## config.mk

```make
export PLATFORM = sky130hd
export DESIGN_NAME = ptw_top
export DESIGN_NICKNAME = d
export VERILOG_FILES = /design/src/rtl/ptw_pkg.sv /design/src/rtl/ptw_index.sv /design/src/rtl/ptw_entry_decode.sv /design/src/rtl/ptw_top.sv
export SDC_FILE = /design/constraint.sdc
export NUM_CORES = 1
export LEC_CHECK = 0
export BUFFER_PORTS_ARGS = -buffer_cell sky130_fd_sc_hd__buf_2
export CORE_AREA = 3 3 145 147
export DETAILED_ROUTE_END_ITERATION = 10
export DIE_AREA = 0 0 148 150
export HOLD_SLACK_MARGIN = 0.08
export PLACE_DENSITY = 0.75
export SLEW_MARGIN = 20
export SYNTH_ARGS = -nofsm -noshare
export SYNTH_HDL_FRONTEND = slang
export SYNTH_HIERARCHICAL = 1
export SYNTH_SLANG_ARGS = --single-unit
```

## constraint.sdc

```tcl
create_clock -name clk -period 2.4 [get_ports clk]
set_input_delay 0.12 -clock clk [delete_from_list [all_inputs] [get_ports clk]]
set_output_delay 0.12 -clock clk [all_outputs]
set_load 0.1 [all_outputs]
```

## src/rtl/ptw_pkg.sv

```systemverilog
package ptw_pkg;
    typedef enum logic [2:0] {
        ST_IDLE,
        ST_IDX_ROOT,
        ST_ADD_ROOT,
        ST_LD_ROOT,
        ST_IDX_LEAF,
        ST_ADD_LEAF,
        ST_LD_LEAF,
        ST_INSERT
    } walk_state_e;

    localparam int unsigned NUM_LEVELS = 2;
endpackage

```

## src/rtl/ptw_index.sv

```systemverilog
module ptw_index #(
    parameter int unsigned VA_W     = 32,
    parameter int unsigned LSB      = 12,
    parameter int unsigned IDX_W    = 10,
    parameter int unsigned ENT_LOG  = 2,
    parameter int unsigned OUT_W    = 32
) (
    input  logic [VA_W-1:0]  vaddr,
    output logic [OUT_W-1:0] offset
);
    localparam int unsigned SCALED_W = IDX_W + ENT_LOG;

    always_comb begin
        offset = '0;
        offset[SCALED_W-1:0] = {vaddr[LSB +: IDX_W], {ENT_LOG{1'b0}}};
    end
endmodule

```

## src/rtl/ptw_entry_decode.sv

```systemverilog
module ptw_entry_decode #(
    parameter int unsigned DATA_W     = 32,
    parameter int unsigned PAGE_SHIFT = 12
) (
    input  logic [DATA_W-1:0] entry,
    output logic              valid,
    output logic [DATA_W-1:0] frame_base
);
    always_comb begin
        valid      = entry[0];
        frame_base = {entry[DATA_W-1:PAGE_SHIFT], {PAGE_SHIFT{1'b0}}};
    end
endmodule

```

## src/rtl/ptw_top.sv

```systemverilog
module ptw_top #(
    parameter int unsigned VA_W       = 32,
    parameter int unsigned DATA_W     = 32,
    parameter int unsigned PAGE_SHIFT = 12,
    parameter int unsigned IDX_W      = 10,
    parameter int unsigned ENT_LOG    = 2,
    localparam int unsigned VPN_W     = VA_W - PAGE_SHIFT
) (
    input  logic              clk,
    input  logic              rst_n,
    input  logic              start_i,
    input  logic [VA_W-1:0]   vaddr_i,
    input  logic [DATA_W-1:0] root_base_i,
    output logic              busy_o,
    output logic              mem_req_o,
    output logic [DATA_W-1:0] mem_addr_o,
    input  logic              mem_rvalid_i,
    input  logic [DATA_W-1:0] mem_rdata_i,
    output logic              ins_valid_o,
    output logic [VPN_W-1:0]  ins_vpn_o,
    output logic [DATA_W-1:0] ins_pte_o,
    output logic              fault_o
);
    import ptw_pkg::*;

    typedef struct packed {
        walk_state_e       st;
        logic [VA_W-1:0]   va;
        logic [DATA_W-1:0] base;
        logic [DATA_W-1:0] off;
        logic [DATA_W-1:0] addr;
        logic [DATA_W-1:0] pte;
        logic              fault;
    } walk_t;

    walk_t r_q, r_d;

    logic [DATA_W-1:0] lvl_off [NUM_LEVELS];
    logic              ent_valid;
    logic [DATA_W-1:0] ent_frame;

    // level 0 is the root index (upper field), level 1 the leaf index
    for (genvar lv = 0; lv < NUM_LEVELS; lv++) begin : g_index
        ptw_index #(
            .VA_W   (VA_W),
            .LSB    (PAGE_SHIFT + (NUM_LEVELS - 1 - lv) * IDX_W),
            .IDX_W  (IDX_W),
            .ENT_LOG(ENT_LOG),
            .OUT_W  (DATA_W)
        ) u_idx (
            .vaddr (r_q.va),
            .offset(lvl_off[lv])
        );
    end

    ptw_entry_decode #(
        .DATA_W    (DATA_W),
        .PAGE_SHIFT(PAGE_SHIFT)
    ) u_dec (
        .entry     (mem_rdata_i),
        .valid     (ent_valid),
        .frame_base(ent_frame)
    );

    always_comb begin
        r_d       = r_q;
        r_d.fault = 1'b0;
        unique case (r_q.st)
            ST_IDLE: begin
                if (start_i) begin
                    r_d.st   = ST_IDX_ROOT;
                    r_d.va   = vaddr_i;
                    r_d.base = root_base_i;
                end
            end
            ST_IDX_ROOT: begin
                r_d.off = lvl_off[0];
                r_d.st  = ST_ADD_ROOT;
            end
            ST_ADD_ROOT: begin
                r_d.addr = r_q.base + r_q.off;
                r_d.st   = ST_LD_ROOT;
            end
            ST_LD_ROOT: begin
                if (mem_rvalid_i) begin
                    if (!ent_valid) begin
                        r_d.fault = 1'b1;
                        r_d.st    = ST_IDLE;
                    end else begin
                        r_d.base = ent_frame;
                        r_d.st   = ST_IDX_LEAF;
                    end
                end
            end
            ST_IDX_LEAF: begin
                r_d.off = lvl_off[1];
                r_d.st  = ST_ADD_LEAF;
            end
            ST_ADD_LEAF: begin
                r_d.addr = r_q.base + r_q.off;
                r_d.st   = ST_LD_LEAF;
            end
            ST_LD_LEAF: begin
                if (mem_rvalid_i) begin
                    if (!ent_valid) begin
                        r_d.fault = 1'b1;
                        r_d.st    = ST_IDLE;
                    end else begin
                        r_d.pte = mem_rdata_i;
                        r_d.st  = ST_INSERT;
                    end
                end
            end
            ST_INSERT: begin
                r_d.st = ST_IDLE;
            end
            default: r_d.st = ST_IDLE;
        endcase
    end

    always_ff @(posedge clk) begin
        if (!rst_n) r_q <= '0;
        else        r_q <= r_d;
    end

    always_comb begin
        busy_o      = (r_q.st != ST_IDLE);
        mem_req_o   = (r_q.st == ST_LD_ROOT) || (r_q.st == ST_LD_LEAF);
        mem_addr_o  = r_q.addr;
        ins_valid_o = (r_q.st == ST_INSERT);
        ins_vpn_o   = r_q.va[VA_W-1:PAGE_SHIFT];
        ins_pte_o   = r_q.pte;
        fault_o     = r_q.fault;
    end
endmodule

```

==> results.ini, run 1 <==
[timing]
skew_ps=8.13
worst_slew_pin_slew_ps=756
fmax_mhz=428
setup_violations=0
slew_violations=0
fin_crit_sh_pct=97.4
rsz0062_at_grt=yes
period_needed_ps=2340
relSlewSlack_pct=49.6
final_hold_viol_count=0

[route]
drc_errors=0
wl_per_cell_um=15.4
first_pass_iters=6
drtAntennaViolNets=0
drtIter0Drc=603
viasPerCell=5.16
via_count=7975
routed_wl_um=23800

[grt]
grt_pass1_vias=7680
grt_antenna_before_repair=0
grt_first_pass_wirelength_um=38000
grt.overflow.total=0
grt_max_degree=79
grtUsageTotal_pct=21.1

[worst_hold_path]
hold_class=in -> reg
worstHoldPathCells=4

[setup_path]
startpoint_type=register
ff2ff_path_depth=9
critical_path_class=reg -> reg
crit_required_ps=2700
endpoint_kind=register
arrival_ps=2640
crit_path_max_fanout=3

[synthesis]
synth_cells=1185
ys_warn_count=6
synthesis.area_um2=9510
postSynthAreaPerCell_um2=8.03

[clock_tree]
clk_latency_ps=420
clock-root-buffer=clkbuf_16
htreeDepth=4
clockBufferDepth=2
path_clk_slew_ps=60
numClockSinks=152
cts_tree=built
cts_buffers=17

[die]
die_height_um=150
ios=188
core_um2=20000
placement_rows=52
dieWidth_um=148
fp.dieArea_um2=22200
initial_core_util_pct=47.5

[power_and_ir_drop]
power_density_nw_per_um2=664
intPower_mw=4.78
comb_power_share_pct=23.6
ir_drop_mv=0.508
seq_power_share_pct=39.2
p_clk_share_pct=37.2
p_leak_nw=5.24
power_mw=7.13
p_switching_mw=2.35
swShare_pct=32.9

[place]
port_buffers=175
gp_congestion=0.901
place_hpwl_um=16300
placed_area_um2=9480

[cells_and_area]
area_growth_pct=12.9
num_antenna_cells=0
layout-drive-gt1-share_pct=20.3
fin_area_um2=10700
finalNetCount=1394

[run]
drv_cap=0

[run_status]
status=finished, final reports clean

[worst max-delay path, cell delays in order (launching register included)]
cell     delay, ps
dfxtp_1        320
ha_1           220
fa_1           410
a21o_2         260
nand3_2         80
a311o_1        300
a21oi_1        160
a21oi_1        210
xor2_1         180
o21ai_0         90
[sequential cells by signal (all words and copies together) (netlist names)]
| name | flops |
|---|---|
| mem_addr_o | 32 |
| ins_vpn_o | 20 |
| fault_o | 1 |
| r_q | 67 |
| ins_pte_o | 32 |
[cell type report]
cell class / instances / area, µm²
clock buffers: 18 / 429
fillers: 1894 / 9300
multi-input cells: 816 / 5010
repair buffers: 266 / 1730
flip-flops and latches: 152 / 3040
inverters: 9 / 33.8
well taps: 270 / 338
clock inverters: 14 / 150
[routing by layer]
metal,share of wire (%),global-route usage (%),vias to the layer above
li1,-,-,4004
met1,47,27.6,3649
met2,45,34.3,274
met3,5.6,5.21,48
met4,2.3,6.88,0
met5,0,0,-
[power groups by stage]
stage | Sequential, mW | Clock [mW] | Combinational (mW)
floorplan | 2.81 | 0 | 1.41
global placement | 2.84 | 0 | 1.55
detailed placement | 2.85 | 0 | 1.57
CTS | 2.79 | 2.71 | 1.66
global route | 2.81 | 2.83 | 1.82
finish | 2.79 | 2.65 | 1.68
[final timing paths]
path / start / to / slack, ps
worst min register to register: mem_addr_o[25]$_SDFFE_PN0P_ / mem_addr_o[25]$_SDFFE_PN0P_ / 440
worst max-delay path: r_q[65]$_SDFFE_PN0P_ / mem_addr_o[18]$_SDFFE_PN0P_ / 60
worst min-delay path: root_base_i[5] / r_q[102]$_SDFFE_PN0P_ / 90
worst max register to register: r_q[65]$_SDFFE_PN0P_ / mem_addr_o[18]$_SDFFE_PN0P_ / 60
[placed cells by master, fill, tap and decap left out, drive strengths merged, types with 16 or more instances in the layout]
| cell type | count |
|---|---|
| nor2 | 35 |
| o21ai | 42 |
| clkbuf | 18 |
| dfxtp | 152 |
| nand3 | 83 |
| dlygate4sd3 | 64 |
| xor2 | 16 |
| a21boi | 63 |
| o211a | 62 |
| buf | 202 |
| ha | 31 |
| a21oi | 41 |
| conb | 56 |
| nand2 | 232 |
| mux2i | 28 |
[through the flow]
stage	TNS [ps]	std cells	hold slack, ps	util (%)	setup WS [ps]
6_report	0	1545	87.0	53.6	61.5
3_3_place_gp	0	1449	372	47.3	103
2_1_floorplan	0	1238	255	-	241
4_1_cts	0	1545	80.5	53.4	28.4
3_5_place_dp	0	1449	378	47.3	36.0
5_1_grt	-15.6	1545	89.8	53.6	-12.3
[repair_timing]
action / CTS / global route
resized for setup: 0 / 10
setup endpoints to repair: 0 / 9
hold buffers: 64 / 0
hold endpoints to repair: 64 / 0
setup buffers: 0 / 0
Power figures use the tool's default switching activity.
==> inputs of run 2 (changes only) <==
--- a/config.mk
+++ b/config.mk
@@ -5,12 +5,13 @@
 export SDC_FILE = /design/constraint.sdc
 export NUM_CORES = 1
 export LEC_CHECK = 0
+export ABC_AREA = 1
 export BUFFER_PORTS_ARGS = -buffer_cell sky130_fd_sc_hd__buf_2
-export CORE_AREA = 3 3 145 147
+export CORE_AREA = 3 3 147 149
 export DETAILED_ROUTE_END_ITERATION = 10
-export DIE_AREA = 0 0 148 150
+export DIE_AREA = 0 0 150 152
 export HOLD_SLACK_MARGIN = 0.08
-export PLACE_DENSITY = 0.75
+export PLACE_DENSITY = 0.74
 export SLEW_MARGIN = 20
 export SYNTH_ARGS = -nofsm -noshare
 export SYNTH_HDL_FRONTEND = slang
==> results.ini, run 2 <==
[run_status]
status=finished, final reports clean

[place]
place_ws_ps=330  ; +294 ps
port_buffers=175  ; unchanged
placed_cells=1772  ; +22%
place_hpwl_um=17700  ; +8.9%
gp_congestion=0.881  ; -2.2%

[setup_path]
crit_required_ps=2720  ; +20 ps
crit_path_max_fanout=4  ; +1
rrSetupSlack_ps=350  ; +290 ps
startpoint_type=register
ff2ff_path_depth=12  ; +3
reg2reg_from=r_q[65]$_SDFFE_PN0P_
endpoint_kind=register
r2r-end=mem_addr_o[28]$_SDFFE_PN0P_
arrival_ps=2370  ; -270 ps
critical_path_class=reg -> reg

[worst_hold_path]
min_delay_worst_endpoint=r_q[118]$_SDFFE_PN0P_
min-delay-start=start_i
worstHoldPathCells=3  ; -1
hold_class=in -> reg

[timing]
period_needed_ps=2050  ; -288 ps
skew_ps=11.1  ; +2.95 ps
fin_crit_sh_pct=85.4  ; -12 points
setup_violations=0  ; unchanged
hold_ws_ps=156  ; +69.3 ps
fin_ws_ps=350  ; +288 ps
rsz0062_at_grt=no
worst_slew_pin_slew_ps=514  ; -242 ps
fin_setup_tns_ps=0  ; unchanged
final_hold_viol_count=0  ; unchanged
fmax_mhz=488  ; +14%
relSlewSlack_pct=66.0  ; +16 points
slew_violations=0  ; unchanged

[power_and_ir_drop]
intPower_mw=4.89  ; +2.3%
comb_power_share_pct=31.9  ; +8.3 points
seq_power_share_pct=36.1  ; -3.1 points
p_leak_nw=5.92  ; +13%
power_density_nw_per_um2=733  ; +10%
p_switching_mw=3.31  ; +41%
ir_drop_mv=0.537  ; +5.6%
p_clk_share_pct=32.0  ; -5.2 points
swShare_pct=40.4  ; +7.5 points

[route]
wl_per_cell_um=13.5  ; -12%
drtAntennaViolNets=0  ; unchanged
via_count=9001  ; +13%
routed_wl_um=25500  ; +7.3%
drtIter0Drc=611  ; +1.3%
viasPerCell=4.76  ; -7.8%
first_pass_iters=7  ; +1
drc_errors=0  ; unchanged

[clock_tree]
clockBufferDepth=2  ; unchanged
cts_buffers=17  ; unchanged
numClockSinks=152  ; unchanged
path_clk_slew_ps=70  ; about the same
htreeDepth=4  ; unchanged
cts_tree=built
cts.repair.resized=0  ; unchanged
clk_latency_ps=420  ; about the same
clock-root-buffer=clkbuf_16

[grt]
grt_first_pass_wirelength_um=42300  ; +11%
grt_pass1_vias=8711  ; +13%
grtUsageTotal_pct=22.5  ; +1.4 points
grt_max_degree=49  ; -38%
grt_antenna_before_repair=1  ; +1
grt.overflow.total=0  ; unchanged

[die]
initial_core_util_pct=48.3  ; +0.80 points
fp.dieArea_um2=22800  ; +2.7%
dieWidth_um=150  ; +1.4%
ios=188  ; unchanged
placement_rows=52  ; unchanged
core_um2=20300  ; +1.3%
die_height_um=152  ; +1.3%

[cells_and_area]
mostFrequentLayoutCell=nand2_1
finalNetCount=1739  ; +25%
layout_common_cells=310 x nand2_1, 191 x inv_1, 181 x nor2_1, 174 x buf_2, 152 x dfxtp_1
instances_no_fill=1891  ; +22%
top_register=r_q
layout-drive-gt1-share_pct=14.8  ; -5.5 points
largest_reg_flops=67  ; unchanged
area_growth_pct=14.2

[run]
drv_cap=0  ; unchanged

[synthesis]
synthesis.area_um2=9800  ; +3.0%
ys_warn_count=6  ; unchanged
postSynthAreaPerCell_um2=6.55  ; -18%
synth_cells=1497  ; +26%

==> run 2: repair_timing <==
item	4_1_cts	5_1_grt
setup endpoints to repair	0	0
hold buffers	86	0
endpoints found under the hold margin	87	0
buffers inserted	0	0
==> run 2: power by group through the flow <==
stage,combinational [mW],sequential (mW),clock (mW)
finish,2.62,2.96,2.62
floorplan,2.33,2.96,0
detailed placement,2.48,3.02,0
global placement,2.47,3.01,0
CTS,2.60,2.96,2.65
global route,2.83,3.00,2.78
==> run 2: layer usage <==
layer	track usage [%]	up-vias	share of wire, %	routed length, µm
met3	4.56	45	6.0	1540
met1	31.3	3950	47	12000
met4	6.62	0	2.2	557
met5	0	-	0	0
li1	-	4717	-	-
met2	35.1	289	45	11400
==> run 2: how the worst max path moves through the flow <==
stage                                from                          end  slack (ps)  cells past startpoint
CTS                  r_q[65]$_SDFFE_PN0P_  mem_addr_o[28]$_SDFFE_PN0P_         330                     12
global placement     r_q[65]$_SDFFE_PN0P_  mem_addr_o[28]$_SDFFE_PN0P_         360                     12
finish               r_q[65]$_SDFFE_PN0P_  mem_addr_o[28]$_SDFFE_PN0P_         350                     12
global route         r_q[65]$_SDFFE_PN0P_  mem_addr_o[28]$_SDFFE_PN0P_         150                     12
floorplan           r_q[161]$_SDFFE_PN0P_        r_q[161]$_SDFFE_PN0P_         390                      9
detailed placement   r_q[65]$_SDFFE_PN0P_  mem_addr_o[28]$_SDFFE_PN0P_         330                     12
==> run 2: stage by stage <==
step | power, mW | utilization [%] | cell area, µm²
after floorplan | 5.29 | - | 10000
after global placement | 5.48 | 48.1 | 9760
after detailed placement | 5.50 | 48.1 | 9760
after CTS | 8.21 | 55.1 | 11200
after global routing | 8.61 | 55.1 | 11200
final | 8.21 | 55.1 | 11200
==> run 2: area by class of cell <==
class	count	area (µm²)
multi-input combinational	958	4580
fill	1991	9110
clock inverter	12	109
antenna	1	2.50
inverter	198	743
timing repair buffer	280	1920
tap	270	338
clock buffer	20	457
sequential	152	3040
==> run 2: critical path, cell delays in order (launching register included) <==
cell and delay, ps:
dfxtp_1 320, ha_1 250, fa_1 460, nand3_1 120
nand3_1 150, nand3_1 110, nand3_1 140, nand2_1 140
nand2_1 60, nand2_1 60, nand3_1 60, nand2_1 60
inv_1 30
==> inputs of run 3 (changes only) <==
--- a/config.mk
+++ b/config.mk
@@ -7,11 +7,13 @@
 export LEC_CHECK = 0
 export ABC_AREA = 1
 export BUFFER_PORTS_ARGS = -buffer_cell sky130_fd_sc_hd__buf_2
-export CORE_AREA = 3 3 147 149
+export CORE_AREA = 3 3 146 148
+export CTS_BUF_LIST = sky130_fd_sc_hd__clkbuf_4
 export DETAILED_ROUTE_END_ITERATION = 10
-export DIE_AREA = 0 0 150 152
+export DIE_AREA = 0 0 149 151
 export HOLD_SLACK_MARGIN = 0.08
-export PLACE_DENSITY = 0.74
+export PLACE_DENSITY = 0.75
+export REMOVE_ABC_BUFFERS = 1
 export SLEW_MARGIN = 20
 export SYNTH_ARGS = -nofsm -noshare
 export SYNTH_HDL_FRONTEND = slang
==> results.ini, run 3 (synthesis results as in run 2) <==
[run_status]
status=finished, final reports clean

[clock_tree]
htreeDepth=4  ; unchanged
cts_buffers=17  ; unchanged
numClockSinks=152  ; unchanged
clock-root-buffer=clkbuf_4
path_clk_slew_ps=150  ; +80 ps
clk_latency_ps=590  ; +170 ps
post_cts_buffers=0  ; unchanged
clockBufferDepth=2  ; unchanged
cts_tree=built

[place]
gp_congestion=0.907  ; +3.0%
port_buffers=175  ; unchanged
place_hpwl_um=17100  ; -3.7%

[worst_hold_path]
worstHoldPathCells=4  ; +1
min-delay-start=start_i
min_delay_worst_endpoint=r_q[117]$_SDFFE_PN0P_
hold_class=in -> reg

[timing]
rsz0062_at_grt=no
skew_ps=27.3  ; +16.2 ps
slew_violations=0  ; unchanged
worst_slew_pin_slew_ps=1070  ; +552 ps
fmax_mhz=445  ; -8.7%
setup_violations=0  ; unchanged
period_needed_ps=2250  ; +195 ps
relSlewSlack_pct=28.9  ; -37 points
final_hold_viol_count=0  ; unchanged
fin_setup_tns_ps=0  ; unchanged
fin_crit_sh_pct=93.6  ; +8.1 points

[cells_and_area]
mostFrequentLayoutCell=nand2_1
utilization_pct=54.0  ; -1.1 points
top_register=r_q
layout-drive-gt1-share_pct=14.7  ; -0.14 points
area_growth_pct=11.2
layout_common_cells=310 x nand2_1, 190 x inv_1, 181 x nor2_1, 173 x buf_2, 150 x dfxtp_1
finalNetCount=1734  ; -0.29%
fill_cells=1951  ; -2.0%
largest_reg_flops=67  ; unchanged

[power_and_ir_drop]
power_density_nw_per_um2=666  ; -9.2%
p_leak_nw=5.77  ; -2.5%
ir_drop_mv=0.332  ; -38%

[grt]
grt_pass1_vias=8415  ; -3.4%
grt_antenna_before_repair=1  ; unchanged
grtUsageTotal_pct=22.3  ; -0.15 points
grt.overflow.total=0  ; unchanged
grt_max_degree=54  ; +10%
grt_first_pass_wirelength_um=41000  ; -3.2%

[setup_path]
arrival_ps=2130  ; -240 ps
rrSetupSlack_ps=190  ; -160 ps
critical_path_class=reg -> out
ff2ff_path_depth=11  ; -1
critPathMaxStageDelay_ps=380  ; -80 ps
reg2reg_from=r_q[161]$_SDFFE_PN0P_
startpoint_type=register
critPathSlowestCell=dfxtp_2
worst_path_most_repeated_cell=nand2_1
r2r-end=r_q[109]$_SDFFE_PN0P_
crit_required_ps=2280  ; -440 ps
endpoint_kind=output pin
crit_path_max_fanout=20  ; +16
crit_chain=nand2_1 > nor2_4 > inv_2 > buf_4 > nand2_1 > buf_12

[die]
ios=188  ; unchanged
initial_core_util_pct=48.6  ; +0.31 points
dieWidth_um=149  ; -0.67%
placement_rows=52  ; unchanged
core_um2=20200  ; -0.64%
die_height_um=151  ; -0.66%
fp.dieArea_um2=22500  ; -1.3%

[route]
drc_errors=0  ; unchanged
viasPerCell=4.77  ; +0.27%
drtAntennaViolNets=0  ; unchanged
drtIter0Drc=600  ; -1.8%
wl_per_cell_um=13.2  ; -2.5%
routed_wl_um=24800  ; -2.7%
via_count=9006  ; +0.056%
first_pass_iters=5  ; -2

[run]
drv_cap=0  ; unchanged

[run 3: final cells by class]
cell class | count | area, µm² | area share, %
multi-input cells | 958 | 4580 | 42.0
flip-flops and latches | 152 | 3050 | 27.9
repair buffers | 275 | 1890 | 17.4
inverters | 198 | 743 | 6.82
well taps | 270 | 338 | 3.10
clock buffers | 20 | 150 | 1.38
clock inverters | 12 | 144 | 1.32
diodes | 2 | 5.00 | 0.0459
[run 3: worst max path at each step]
stage / cells past startpoint / from / to
after detailed placement: 12 / r_q[65]$_SDFFE_PN0P_ / mem_addr_o[28]$_SDFFE_PN0P_
final: 6 / r_q[161]$_SDFFE_PN0P_ / mem_req_o
after CTS: 11 / r_q[161]$_SDFFE_PN0P_ / r_q[109]$_SDFFE_PN0P_
after global placement: 12 / r_q[65]$_SDFFE_PN0P_ / mem_addr_o[28]$_SDFFE_PN0P_
after floorplan: 9 / r_q[161]$_SDFFE_PN0P_ / r_q[161]$_SDFFE_PN0P_
after global routing: 11 / r_q[161]$_SDFFE_PN0P_ / r_q[109]$_SDFFE_PN0P_
[run 3: critical path, delay by kind of cell (launching register included)]
| family | cells | cell delay, ps |
|---|---|---|
| AND/OR/NAND/NOR | 3 | 400 |
| buffers and inverters | 3 | 760 |
| flip-flops | 1 | 380 |
[run 3: metal layers]
layer,GRT usage [%],wire [µm]
met1,30.7,11800
met2,35.7,11200
met3,4.07,1300
met4,7.05,511
met5,0,0
[run 3: timing repair]
| item | 4_1_cts | 5_1_grt |
|---|---|---|
| hold buffers | 87 | 0 |
| hold endpoints to repair | 93 | 0 |
| endpoints found under the setup margin | 0 | 2 |
| resized for setup | 0 | 4 |
[run 3: stage by stage]
step / hold slack [ps] / std cells / setup slack (ps) / area (µm²) / power (mW)
2_1_floorplan: 192 / 1308 / -221 / 8360 / 4.87
3_3_place_gp: 340 / 1766 / 389 / 9720 / 5.45
3_5_place_dp: 349 / 1766 / 367 / 9720 / 5.48
4_1_cts: 109 / 1885 / 47.9 / 10900 / 7.26
5_1_grt: 129 / 1886 / 2.49 / 10900 / 7.63
6_report: 155 / 1887 / 155 / 10900 / 7.26
[run 3: power by group]
part           internal [mW]  switching [mW]
clock                  0.667            1.02
sequential              2.79           0.170
combinational          0.686            1.92
